==> config.mk <==
export PLATFORM = sky130hd
export DESIGN_NAME = pin_watch_top
export DESIGN_NICKNAME = d
export VERILOG_FILES = /design/src/rtl/pw_pkg.sv /design/src/rtl/pw_sync.sv /design/src/rtl/pw_regs.sv /design/src/rtl/pw_detect.sv /design/src/rtl/pin_watch_top.sv
export SDC_FILE = /design/constraint.sdc
export NUM_CORES = 1
export LEC_CHECK = 0
export ABC_AREA = 0
export BUFFER_PORTS_ARGS = -buffer_cell sky130_fd_sc_hd__buf_2
export CAP_MARGIN = 20
export CORE_UTILIZATION = 45
export DETAILED_ROUTE_END_ITERATION = 10
export PLACE_DENSITY = 0.76
export SLEW_MARGIN = 20
export SYNTH_ARGS = -nofsm -noshare
export SYNTH_HDL_FRONTEND = slang
export SYNTH_SLANG_ARGS = --single-unit
==> constraint.sdc <==
create_clock -name clk -period 1.71 [get_ports clk]
set_clock_uncertainty 0.1 [all_clocks]
set_input_delay 0.342 -clock clk [delete_from_list [all_inputs] [get_ports clk]]
set_output_delay 0.342 -clock clk [all_outputs]
set_load 0.02 [all_outputs]
==> src/rtl/pw_pkg.sv <==
package pw_pkg;
  localparam int ADDR_W = 3;
  localparam logic [ADDR_W-1:0] A_EXP0 = 3'd0;
  localparam logic [ADDR_W-1:0] A_SEL0 = 3'd1;
  localparam logic [ADDR_W-1:0] A_EXP1 = 3'd2;
  localparam logic [ADDR_W-1:0] A_SEL1 = 3'd3;
  localparam logic [ADDR_W-1:0] A_CTRL = 3'd4;
endpackage

==> src/rtl/pw_sync.sv <==
module pw_sync #(
  parameter int W = 8
) (
  input  logic         clk,
  input  logic         rst,
  input  logic [W-1:0] d,
  output logic [W-1:0] q
);
  logic [W-1:0] meta;

  always_ff @(posedge clk) begin
    if (rst) begin
      meta <= '0;
      q    <= '0;
    end else begin
      meta <= d;
      q    <= meta;
    end
  end


  sync_two_stage_chk: assert property (@(posedge clk) disable iff (rst)
    !$past(rst) |-> (q == $past(meta)));
endmodule

==> src/rtl/pw_regs.sv <==
module pw_regs
  import pw_pkg::*;
#(
  parameter int W = 8
) (
  input  logic              clk,
  input  logic              rst,
  input  logic              wr_en,
  input  logic [ADDR_W-1:0] addr,
  input  logic [W-1:0]      wr_data,
  output logic [W-1:0]      rd_data,
  output logic [W-1:0]      exp0,
  output logic [W-1:0]      sel0,
  output logic [W-1:0]      exp1,
  output logic [W-1:0]      sel1,
  output logic              wake_en
);
  always_ff @(posedge clk) begin
    if (rst) begin
      exp0    <= '1;
      sel0    <= '0;
      exp1    <= '1;
      sel1    <= '0;
      wake_en <= 1'b0;
    end else if (wr_en) begin
      case (addr)
        A_EXP0:  exp0    <= wr_data;
        A_SEL0:  sel0    <= wr_data;
        A_EXP1:  exp1    <= wr_data;
        A_SEL1:  sel1    <= wr_data;
        A_CTRL:  wake_en <= wr_data[0];
        default: ;
      endcase
    end
  end

  always_ff @(posedge clk) begin
    if (rst) begin
      rd_data <= '0;
    end else begin
      case (addr)
        A_EXP0:  rd_data <= exp0;
        A_SEL0:  rd_data <= sel0;
        A_EXP1:  rd_data <= exp1;
        A_SEL1:  rd_data <= sel1;
        A_CTRL:  rd_data <= {{(W-1){1'b0}}, wake_en};
        default: rd_data <= '0;
      endcase
    end
  end


  sel0_write_chk: assert property (@(posedge clk) disable iff (rst)
    (wr_en && addr == A_SEL0) |=> (sel0 == $past(wr_data)));

  exp1_write_chk: assert property (@(posedge clk) disable iff (rst)
    (wr_en && addr == A_EXP1) |=> (exp1 == $past(wr_data)));

  no_write_hold_chk: assert property (@(posedge clk) disable iff (rst)
    !wr_en |=> ($stable(exp0) && $stable(sel0) && $stable(exp1)
                && $stable(sel1) && $stable(wake_en)));
endmodule

==> src/rtl/pw_detect.sv <==
module pw_detect #(
  parameter int W = 8
) (
  input  logic         clk,
  input  logic         rst,
  input  logic [W-1:0] s0,
  input  logic [W-1:0] s1,
  input  logic [W-1:0] exp0,
  input  logic [W-1:0] sel0,
  input  logic [W-1:0] exp1,
  input  logic [W-1:0] sel1,
  input  logic         wake_en,
  input  logic         clr,
  output logic         mismatch,
  output logic         wake,
  output logic         flag
);
  logic [W-1:0] diff0;
  logic [W-1:0] diff1;

  always_comb begin
    diff0    = (s0 ^ exp0) & sel0;
    diff1    = (s1 ^ exp1) & sel1;
    mismatch = (|diff0) | (|diff1);
    wake     = mismatch & wake_en;
  end

  always_ff @(posedge clk) begin
    if (rst)           flag <= 1'b0;
    else if (mismatch) flag <= 1'b1;
    else if (clr)      flag <= 1'b0;
  end


  none_selected_chk: assert property (@(posedge clk) disable iff (rst)
    (sel0 == '0 && sel1 == '0) |-> !mismatch);

  flag_set_chk: assert property (@(posedge clk) disable iff (rst)
    mismatch |=> flag);

  flag_sticky_chk: assert property (@(posedge clk) disable iff (rst)
    (flag && !clr) |=> flag);

  flag_clear_chk: assert property (@(posedge clk) disable iff (rst)
    (clr && !mismatch) |=> !flag);

  wake_gate_chk: assert property (@(posedge clk) disable iff (rst)
    wake |-> (mismatch && wake_en));
endmodule

==> src/rtl/pin_watch_top.sv <==
module pin_watch_top
  import pw_pkg::*;
#(
  parameter int W = 8
) (
  input  logic              clk,
  input  logic              rst,
  input  logic              wr_en,
  input  logic [ADDR_W-1:0] addr,
  input  logic [W-1:0]      wr_data,
  output logic [W-1:0]      rd_data,
  input  logic [W-1:0]      pin0_i,
  input  logic [W-1:0]      pin1_i,
  input  logic              clr_i,
  output logic              mismatch_o,
  output logic              irq_o,
  output logic              wake_o
);
  localparam int NGRP = 2;

  logic [W-1:0] raw  [NGRP];
  logic [W-1:0] sync [NGRP];
  logic [W-1:0] exp0, sel0, exp1, sel1;
  logic         wake_en;

  assign raw[0] = pin0_i;
  assign raw[1] = pin1_i;

  for (genvar g = 0; g < NGRP; g++) begin : g_sync
    pw_sync #(.W(W)) u_sync (
      .clk (clk),
      .rst (rst),
      .d   (raw[g]),
      .q   (sync[g])
    );
  end

  pw_regs #(.W(W)) u_regs (
    .clk     (clk),
    .rst     (rst),
    .wr_en   (wr_en),
    .addr    (addr),
    .wr_data (wr_data),
    .rd_data (rd_data),
    .exp0    (exp0),
    .sel0    (sel0),
    .exp1    (exp1),
    .sel1    (sel1),
    .wake_en (wake_en)
  );

  pw_detect #(.W(W)) u_detect (
    .clk      (clk),
    .rst      (rst),
    .s0       (sync[0]),
    .s1       (sync[1]),
    .exp0     (exp0),
    .sel0     (sel0),
    .exp1     (exp1),
    .sel1     (sel1),
    .wake_en  (wake_en),
    .clr      (clr_i),
    .mismatch (mismatch_o),
    .wake     (wake_o),
    .flag     (irq_o)
  );
endmodule

==> results.md, run 1 <==
Logic synthesis:
- In this run the mean area of a mapped cell was 9.86 um^2.
- The total nets after synthesis is approximately 310.
- The Yosys warning count is 0.
- In the synthesized netlist the dominant register cell turns out to be dfxtp_1.
- The cell area that synthesis handed to floorplanning was around 0.0028 mm^2.
- The synthesized design contains 0 enable-type register cells.
- Counting flops and latches in the post-synthesis netlist gives 74.
- In this run, distinct cell masters in the synthesized netlist total 26.
- Ranked by total cell area, the synthesized netlist is headed by dfxtp_1, nor2b_1, nand2_1, mux4_2, nand3b_1.
- The proportion of synthesized flip-flops having asynchronous set or reset is 0%.
- The post-synthesis sequential area ratio is a little over half.
- The area fraction of the dominant cell type after synthesis is 53.1%.
- The dominant cell type by area after synthesis is dfxtp_1.
- The cell count after synthesis is 283.

STA:
- The setup-violating endpoint count in the final report is 2.
- The part of the cycle the worst path needs is 116%.
- The relative slew slack is 74.3%.
- The final sum of negative setup slack is -0.547 ns.
- Across all setup checks in the final design, the least slack found is -0.281 ns.
- Setup repair after global routing could not meet its margin everywhere.
- The number of hold violations in the final report came to 0.
- The number of slew-limit violations in the final report is 0.
- Static timing analysis puts the maximum clock frequency at about 500 MHz.
- The final critical-path required period is 1.99 ns.
- The worst-margin pin slew is 0.384 ns.
- Across all hold checks on the routed design, the worst slack comes to 0.104 ns.

Drt:
- The number of vias in the routed layout is between 2000 and 2500.
- The DRC violations left is 0.
- After detailed routing, the average wire length per cell comes to 14.2 um.
- The first TritonRoute pass finished after 5 iterations.
- The overall routed net length is 5960 um.
- The detail-routed via count per cell is 5.02.
- The DRC violation total after the first TritonRoute iteration is 204.
- The count of antenna-violating nets left after detailed routing is 0.

Global route:
- The number of global-route vias before repair came to 2023.
- The number of antenna violations at the first check in global routing was 0.
- The global-route congestion overflow total is 0.
- Entering global routing, the biggest net connects 34 pins.
- For this run, the total global-route usage over all layers was measured as 20.3%.
- The first global-routing pass estimated 9650 um of wire.

Worst setup path:
- The critical path launch point type is a flop.
- The critical path launch point is u_regs.exp0[7]$_SDFFE_PP1P_.
- For the worst setup path, the data arrival time is 1.55 ns.
- The kind of capture point of the worst setup path is a primary output.
- Along the worst path, the maximum fanout reaches 3.
- The type of the worst setup path is reg2out.
- For the worst setup path, the data required time is 1.27 ns.
- The beginning of the worst register-to-register path is u_regs.exp1[7]$_SDFFE_PP1P_.

Flow run:
- The number of max-cap violations is 0.

CTS:
- The clock reaches the later pin of the worst-skew pair after 0.34 ns.
- The clock net in this run drives a total of 74 sinks.
- The clock buffer count from CTS is 9.
- The TritonCTS clock tree is built.
- The level count of the clock H-tree is 3.
- After clock tree synthesis, the clock-pin slew on the worst setup and hold paths is roughly 0.070 ns.
- CTS placed an instance of clkbuf_8 at the clock tree root.
- In this run the deepest clock path goes through 2 buffers.

Floorplan:
- The die is 80.8 um wide.
- The core region is ~0.0060 mm^2.
- From bottom edge to top edge, the die measures 80.8 um.
- The area of the die is approximately 0.0065 mm^2.
- The floorplan has 28 rows.
- The starting density of the core is 46.9%.
- For this design the top-level I/O count stands at 42.

Place:
- In this run the cell area measured after placement is 0.00313 mm^2.
- Prior to clock tree synthesis, the placed netlist has a worst setup slack of -0.0169 ns.
- Routability-driven placement finished with a final weighted congestion of 0.900.
- During placement, the flow inserted port buffers numbering 41.
- The half-perimeter wire length after placement is 4170 um.

Finish:
- Compared with the post-synthesis result, the final layout area differs by 21.9%.
- Once layout is done, the placed cells without fillers occupy 0.00340 mm^2.
- The number of filler cells placed in the layout is approximately 530.
- The final layout contains 370 nets.
- 0 antenna diodes ended up in the layout.
- In the final layout, the share of cells above drive strength 1 is 29.1%.

Status:
- The flow ran to the end, but the final reports show violations.
- The final reports fail on negative setup slack.

Min path:
- The worst hold path begins at pin0_i[4].
- The type of the most critical hold path is in2reg.

Power:
- Power spread over the standard cell area amounts to about 1000 mW/mm^2.
- IR analysis of the VDD net gives a maximum drop of between 0.7 and 0.8 mV.
- For this design the static power due to leakage is 1.41 nW.
## per-layer routing
layer	global-route usage, %	up-vias	part of all wire (%)
li1	-	1040	-
met1	24.9	975	42
met2	32.5	78	49
met3	7.42	9	7.9
met4	7.68	0	0.92
met5	0	-	0
## final timing paths
check / to / slack [ns] / cells past startpoint
worst max-delay path: wake_o / -0.28 / 5
worst min-delay path: g_sync[0].u_sync.meta[4]$_SDFF_PP0_ / 0.10 / 2
worst max register to register: u_detect.flag$_SDFFE_PP0P_ / 0.33 / 5
worst min register to register: g_sync[1].u_sync.q[5]$_SDFF_PP0_ / 0.33 / 1
## stage by stage
stage	instances	util [%]	total power, mW
5_1_grt	419	57.1	3.67
4_1_cts	418	56.6	3.54
2_1_floorplan	283	-	2.05
3_3_place_gp	400	52.6	2.16
3_5_place_dp	400	52.6	2.17
6_report	419	57.1	3.52
## cells in the final DEF, fill, tap and decap left out, types with 7 or more instances in the layout
| cell type | synthesis | final |
|---|---|---|
| mux4_2 | 7 | 7 |
| a22oi_1 | 9 | 7 |
| nor2b_1 | 41 | 41 |
| clkbuf_8 | 0 | 11 |
| xor2_1 | 16 | 15 |
| dfxtp_2 | 0 | 8 |
| buf_4 | 1 | 21 |
| buf_2 | 6 | 39 |
| nand2_1 | 67 | 67 |
| a21oi_1 | 16 | 16 |
| dfxtp_1 | 74 | 66 |
| nand3b_1 | 19 | 19 |
## timing repair
action / CTS / global route
hold endpoints to repair: 0 / 0
setup endpoints to repair: 2 / 2
gates resized for setup: 8 / 10
pin swaps: 7 / 5
setup buffers: 2 / 1
hold buffers: 0 / 0
## Yosys cell counts, types with 2 or more instances
cell type and count:
nand2_1 67, nor2b_1 41, buf_6 2, dfxtp_1 74, mux4_2 7, xor2_1 16, and3b_1 2, nor2_1 2
a21oi_1 16, nand3b_1 19, clkbuf_1 7, and3_1 2, a22oi_1 9, buf_2 6, and4_1 2
## worst max-delay path: stages (launching register included)
cell	delay (ns)
dfxtp_2	0.34
xor2_2	0.17
a22oi_2	0.20
and4_4	0.28
a21boi_2	0.07
buf_4	0.16
## final cells by class
| type | count | area, um^2 | share of cell area, % |
|---|---|---|---|
| repair buffers | 61 | 364 | 10.7 |
| clock buffers | 11 | 151 | 4.45 |
| clock inverters | 5 | 52.6 | 1.54 |
| flip-flops and latches | 74 | 1490 | 43.8 |
| well taps | 75 | 93.8 | 2.76 |
| multi-input cells | 193 | 1250 | 36.7 |
## cells by family after synthesis
logic type      count (synthesis)  synth area share [%]
mux                             9                  6.41
simple gates                  139                  26.1
compound gates                 29                  6.28
buf+inv                        16                  3.09
xor+xnor                       16                  5.02
flops                          74                  53.1
## flip-flops by register name, indices dropped and copies added (netlist names)
signal	flops
u_regs.sel1	8
u_regs.rd_data	8
u_regs.exp1	8
u_regs.sel0	8
g_sync.u_sync.q	16
u_regs.wake_en	1
g_sync.u_sync.meta	16
u_detect.flag	1
u_regs.exp0	8
## where the power goes
part | internal (mW) | switching, mW | leakage [nW] | total, mW
registers | 1.79 | 0.0344 | 0.603 | 1.83
clock network | 0.746 | 0.621 | 0.105 | 1.37
logic | 0.167 | 0.163 | 0.697 | 0.330
total | 2.71 | 0.818 | 1.41 | 3.52
Power figures use the tool's default switching activity.
==> run 2: changes to the inputs <==
--- a/config.mk
+++ b/config.mk
@@ -6,11 +6,11 @@
 export NUM_CORES = 1
 export LEC_CHECK = 0
 export ABC_AREA = 0
-export BUFFER_PORTS_ARGS = -buffer_cell sky130_fd_sc_hd__buf_2
 export CAP_MARGIN = 20
-export CORE_UTILIZATION = 45
+export CORE_UTILIZATION = 61
 export DETAILED_ROUTE_END_ITERATION = 10
-export PLACE_DENSITY = 0.76
+export DONT_BUFFER_PORTS = 1
+export PLACE_DENSITY = 0.88
 export SLEW_MARGIN = 20
 export SYNTH_ARGS = -nofsm -noshare
 export SYNTH_HDL_FRONTEND = slang
==> results.md, run 2 (synthesis gave the netlist of run 1 again) <==
Finish:
- The final-stage net count was 317 (was 370).
- The final core utilization came to 70.7% (was 57.1%).
- Largest regs: g_sync.u_sync.meta x16, g_sync.u_sync.q x16 (unchanged).
- The number of standard cells in the layout, taps in and fillers out was 342 (was 419).
- The number of filler cells placed in the layout was 305 (was 534).
- The final cell area excluding filler cells is 0.00310 mm^2 (was 0.00340 mm^2).
- The area growth from synthesis to layout is 11.1% (was 21.9%).
- The antenna diode instance count is 0 (unchanged).
- The most common library cell in the layout ignoring fill and taps is nand2_1 (unchanged).
- The layout cell share with drive strength beyond 1 is 16.9% (was 29.1%).
- Commonest non-fill, non-tap cells in the layout: nand2_1, dfxtp_1, nor2b_1, nand3b_1, a21oi_1 (was nand2_1, dfxtp_1, nor2b_1, buf_2, buf_4).

Place:
- The count of placed standard cells including taps is 322 (was 400).
- The pre-CTS setup slack came to 0.0466 ns (was -0.0169 ns).
- The final weighted congestion in routability-driven placement is 0.805 (was 0.900).
- The number of port buffers is 0 (was 41).
- The standard cell area after detailed placement is 0.00279 mm^2 (was 0.00313 mm^2).
- The half-perimeter wire length after placement is 3680 um (was 4170 um).

STA:
- The final sum of negative setup slack is -0.524 ns (was -0.547 ns).
- The final critical-path required period is 1.97 ns (was 1.99 ns).
- The worst-margin pin slew is 0.455 ns (was 0.384 ns).
- The part of the cycle the worst path needs was 115% (was 116%).
- The final hold slack was -0.00214 ns (was 0.104 ns).
- The number of slew-limit violations in the final report is 0 (unchanged).
- The timing-limited maximum frequency is 507 MHz (was 502 MHz).
- The setup-violating endpoint count in the final report is 2 (unchanged).
- The relative slew slack is 69.6% (was 74.3%).
- The minimum setup slack in the final design came to -0.262 ns (was -0.281 ns).
- The number of hold violations in the final report is 3 (was 0).
- Unrepaired setup endpoints after global routing: true (unchanged).

Flow run:
- The number of max-cap violations is 0 (unchanged).

Floorplan:
- The boundary pin count is 42 (unchanged).
- The standard cell core area is 0.00438 mm^2 (was 0.00596 mm^2).
- The area of the die is 0.00485 mm^2 (was 0.00652 mm^2).
- The die height is 69.6 um (was 80.8 um).
- The placement row count is 24 (was 28).
- The starting density of the core was 63.7% (was 46.9%).
- The overall die width is 69.6 um (was 80.8 um).

Global route:
- The number of global-route vias before repair is 1881 (was 2023).
- The maximum number of pins on one net before global-route repair is 53 (was 34).
- The global-route wire length before repair is 9320 um (was 9650 um).
- The global-route congestion overflow total was 0 (unchanged).
- The aggregate global-route resource usage came to 25.8% (was 20.3%).
- The number of antenna violations at the first check in global routing was 0 (unchanged).

Worst setup path:
- The critical path data required time is 1.27 ns (about the same).
- The critical path launch point type is a flop (unchanged).
- The maximum fanout encountered on the critical timing path is 3 (unchanged).
- The type of the worst setup path is reg2out (unchanged).
- The count of buffer and inverter cells on the critical path is 1 (unchanged).
- The peak per-stage delay on the critical path is 0.35 ns (was 0.34 ns).
- The cell with the largest stage delay on the worst path is dfxtp_2 (unchanged).
- The kind of capture point of the worst setup path is a primary output (unchanged).
- Cell chain of the critical path: xor2_2 > a22oi_1 > and4_4 > buf_4 > nand2_4 (was xor2_2 > a22oi_2 > and4_4 > a21boi_2 > buf_4).
- The gate family responsible for the most delay along the worst path is flip-flops (unchanged).
- The data arrival time of the critical path is 1.53 ns (was 1.55 ns).

Drt:
- The DRC violation total after the first TritonRoute iteration was 197 (was 204).
- The detail-routed via count per cell is 5.77 (was 5.02).
- The number of iterations in the first detailed-routing pass is 5 (unchanged).
- The overall routed net length is 6060 um (was 5960 um).
- The number of vias in the routed layout is 1974 (was 2102).
- The count of antenna-violating nets left after detailed routing is 0 (unchanged).
- The DRC violations left was 0 (unchanged).
- The average routed wire per standard cell came to 17.7 um (was 14.2 um).

Power:
- The switching power is 0.781 mW (was 0.818 mW).
- The cell-internal power came to 2.62 mW (was 2.71 mW).
- The largest voltage drop on the vdd net is 0.711 mV (was 0.750 mV).
- The part of the power in registers came to 54.3% (was 51.9%).
- The combinational share of power came to 6.9% (was 9.4%).
- The total power per unit cell area is 1100 mW/mm^2 (was 1040 mW/mm^2).
- The net switching fraction of the power is 23.0% (was 23.2%).
- The overall power of the completed layout is 3.40 mW (was 3.52 mW).
- The leakage component of the power is 1.17 nW (was 1.41 nW).
- The proportion of power drawn by the clock network is 38.8% (about the same).

Status:
- Outcome: finished, violations left (unchanged).
- Violated checks: negative hold slack, negative setup slack (was negative setup slack).

CTS:
- The root buffer cell is clkbuf_8 (unchanged).
- The clock-pin slew of the registers on the worst-case setup and hold paths is 0.08 ns (was 0.07 ns).
- The deepest clock path buffer count is 2 (unchanged).
- The latest clock arrival within the worst-skew pair came to 0.36 ns (was 0.34 ns).
- The level count of the clock H-tree is 3 (unchanged).
- The clock sink count is 74 (unchanged).
- The clock buffer count from CTS is 9 (unchanged).
- The TritonCTS clock tree was built (unchanged).

Min path:
- The type of the most critical hold path is in2reg (unchanged).
[run 2: layout make-up]
class / count / area [um^2] / area share [%]
Sequential cell: 74 / 1500 / 48.3
Multi-Input combinational cell: 193 / 1270 / 41.0
Clock buffer: 12 / 145 / 4.68
Timing Repair Buffer: 8 / 81.3 / 2.62
Tap cell: 52 / 65.1 / 2.10
Clock inverter: 3 / 40.0 / 1.29
[run 2: final timing paths]
| kind | slack (ns) | start | to | cells after the start |
|---|---|---|---|---|
| max reg2reg | 0.29 | u_regs.exp1[0]$_SDFFE_PP1P_ | u_detect.flag$_SDFFE_PP0P_ | 5 |
| max | -0.26 | u_regs.exp1[0]$_SDFFE_PP1P_ | mismatch_o | 5 |
| min reg2reg | 0.33 | g_sync[1].u_sync.meta[7]$_SDFF_PP0_ | g_sync[1].u_sync.q[7]$_SDFF_PP0_ | 1 |
| min | -0.002 | rst | u_regs.exp0[0]$_SDFFE_PP1P_ | 1 |
[run 2: timing repair]
action,in CTS,in global routing
hold buffers,3,0
endpoints found under the setup margin,2,2
setup buffers,0,2
pin swaps,8,11
gates resized for setup,5,19
endpoints found under the hold margin,52,0
[run 2: layer usage]
layer  up-vias  global-route usage [%]  share of wire [%]
met5         -                       0                  0
met4         0                    13.1                2.5
met3        18                    7.27                9.8
met2       107                    39.6                 47
met1       918                    33.3                 40
li1        931                       -                  -
[run 2: power groups by stage]
stage	combinational [mW]	sequential (mW)	clock, mW
2_1_floorplan	0.182	1.87	0
6_report	0.234	1.85	1.32
5_1_grt	0.253	1.85	1.39
3_3_place_gp	0.174	1.88	0
3_5_place_dp	0.178	1.88	0
4_1_cts	0.210	1.84	1.32
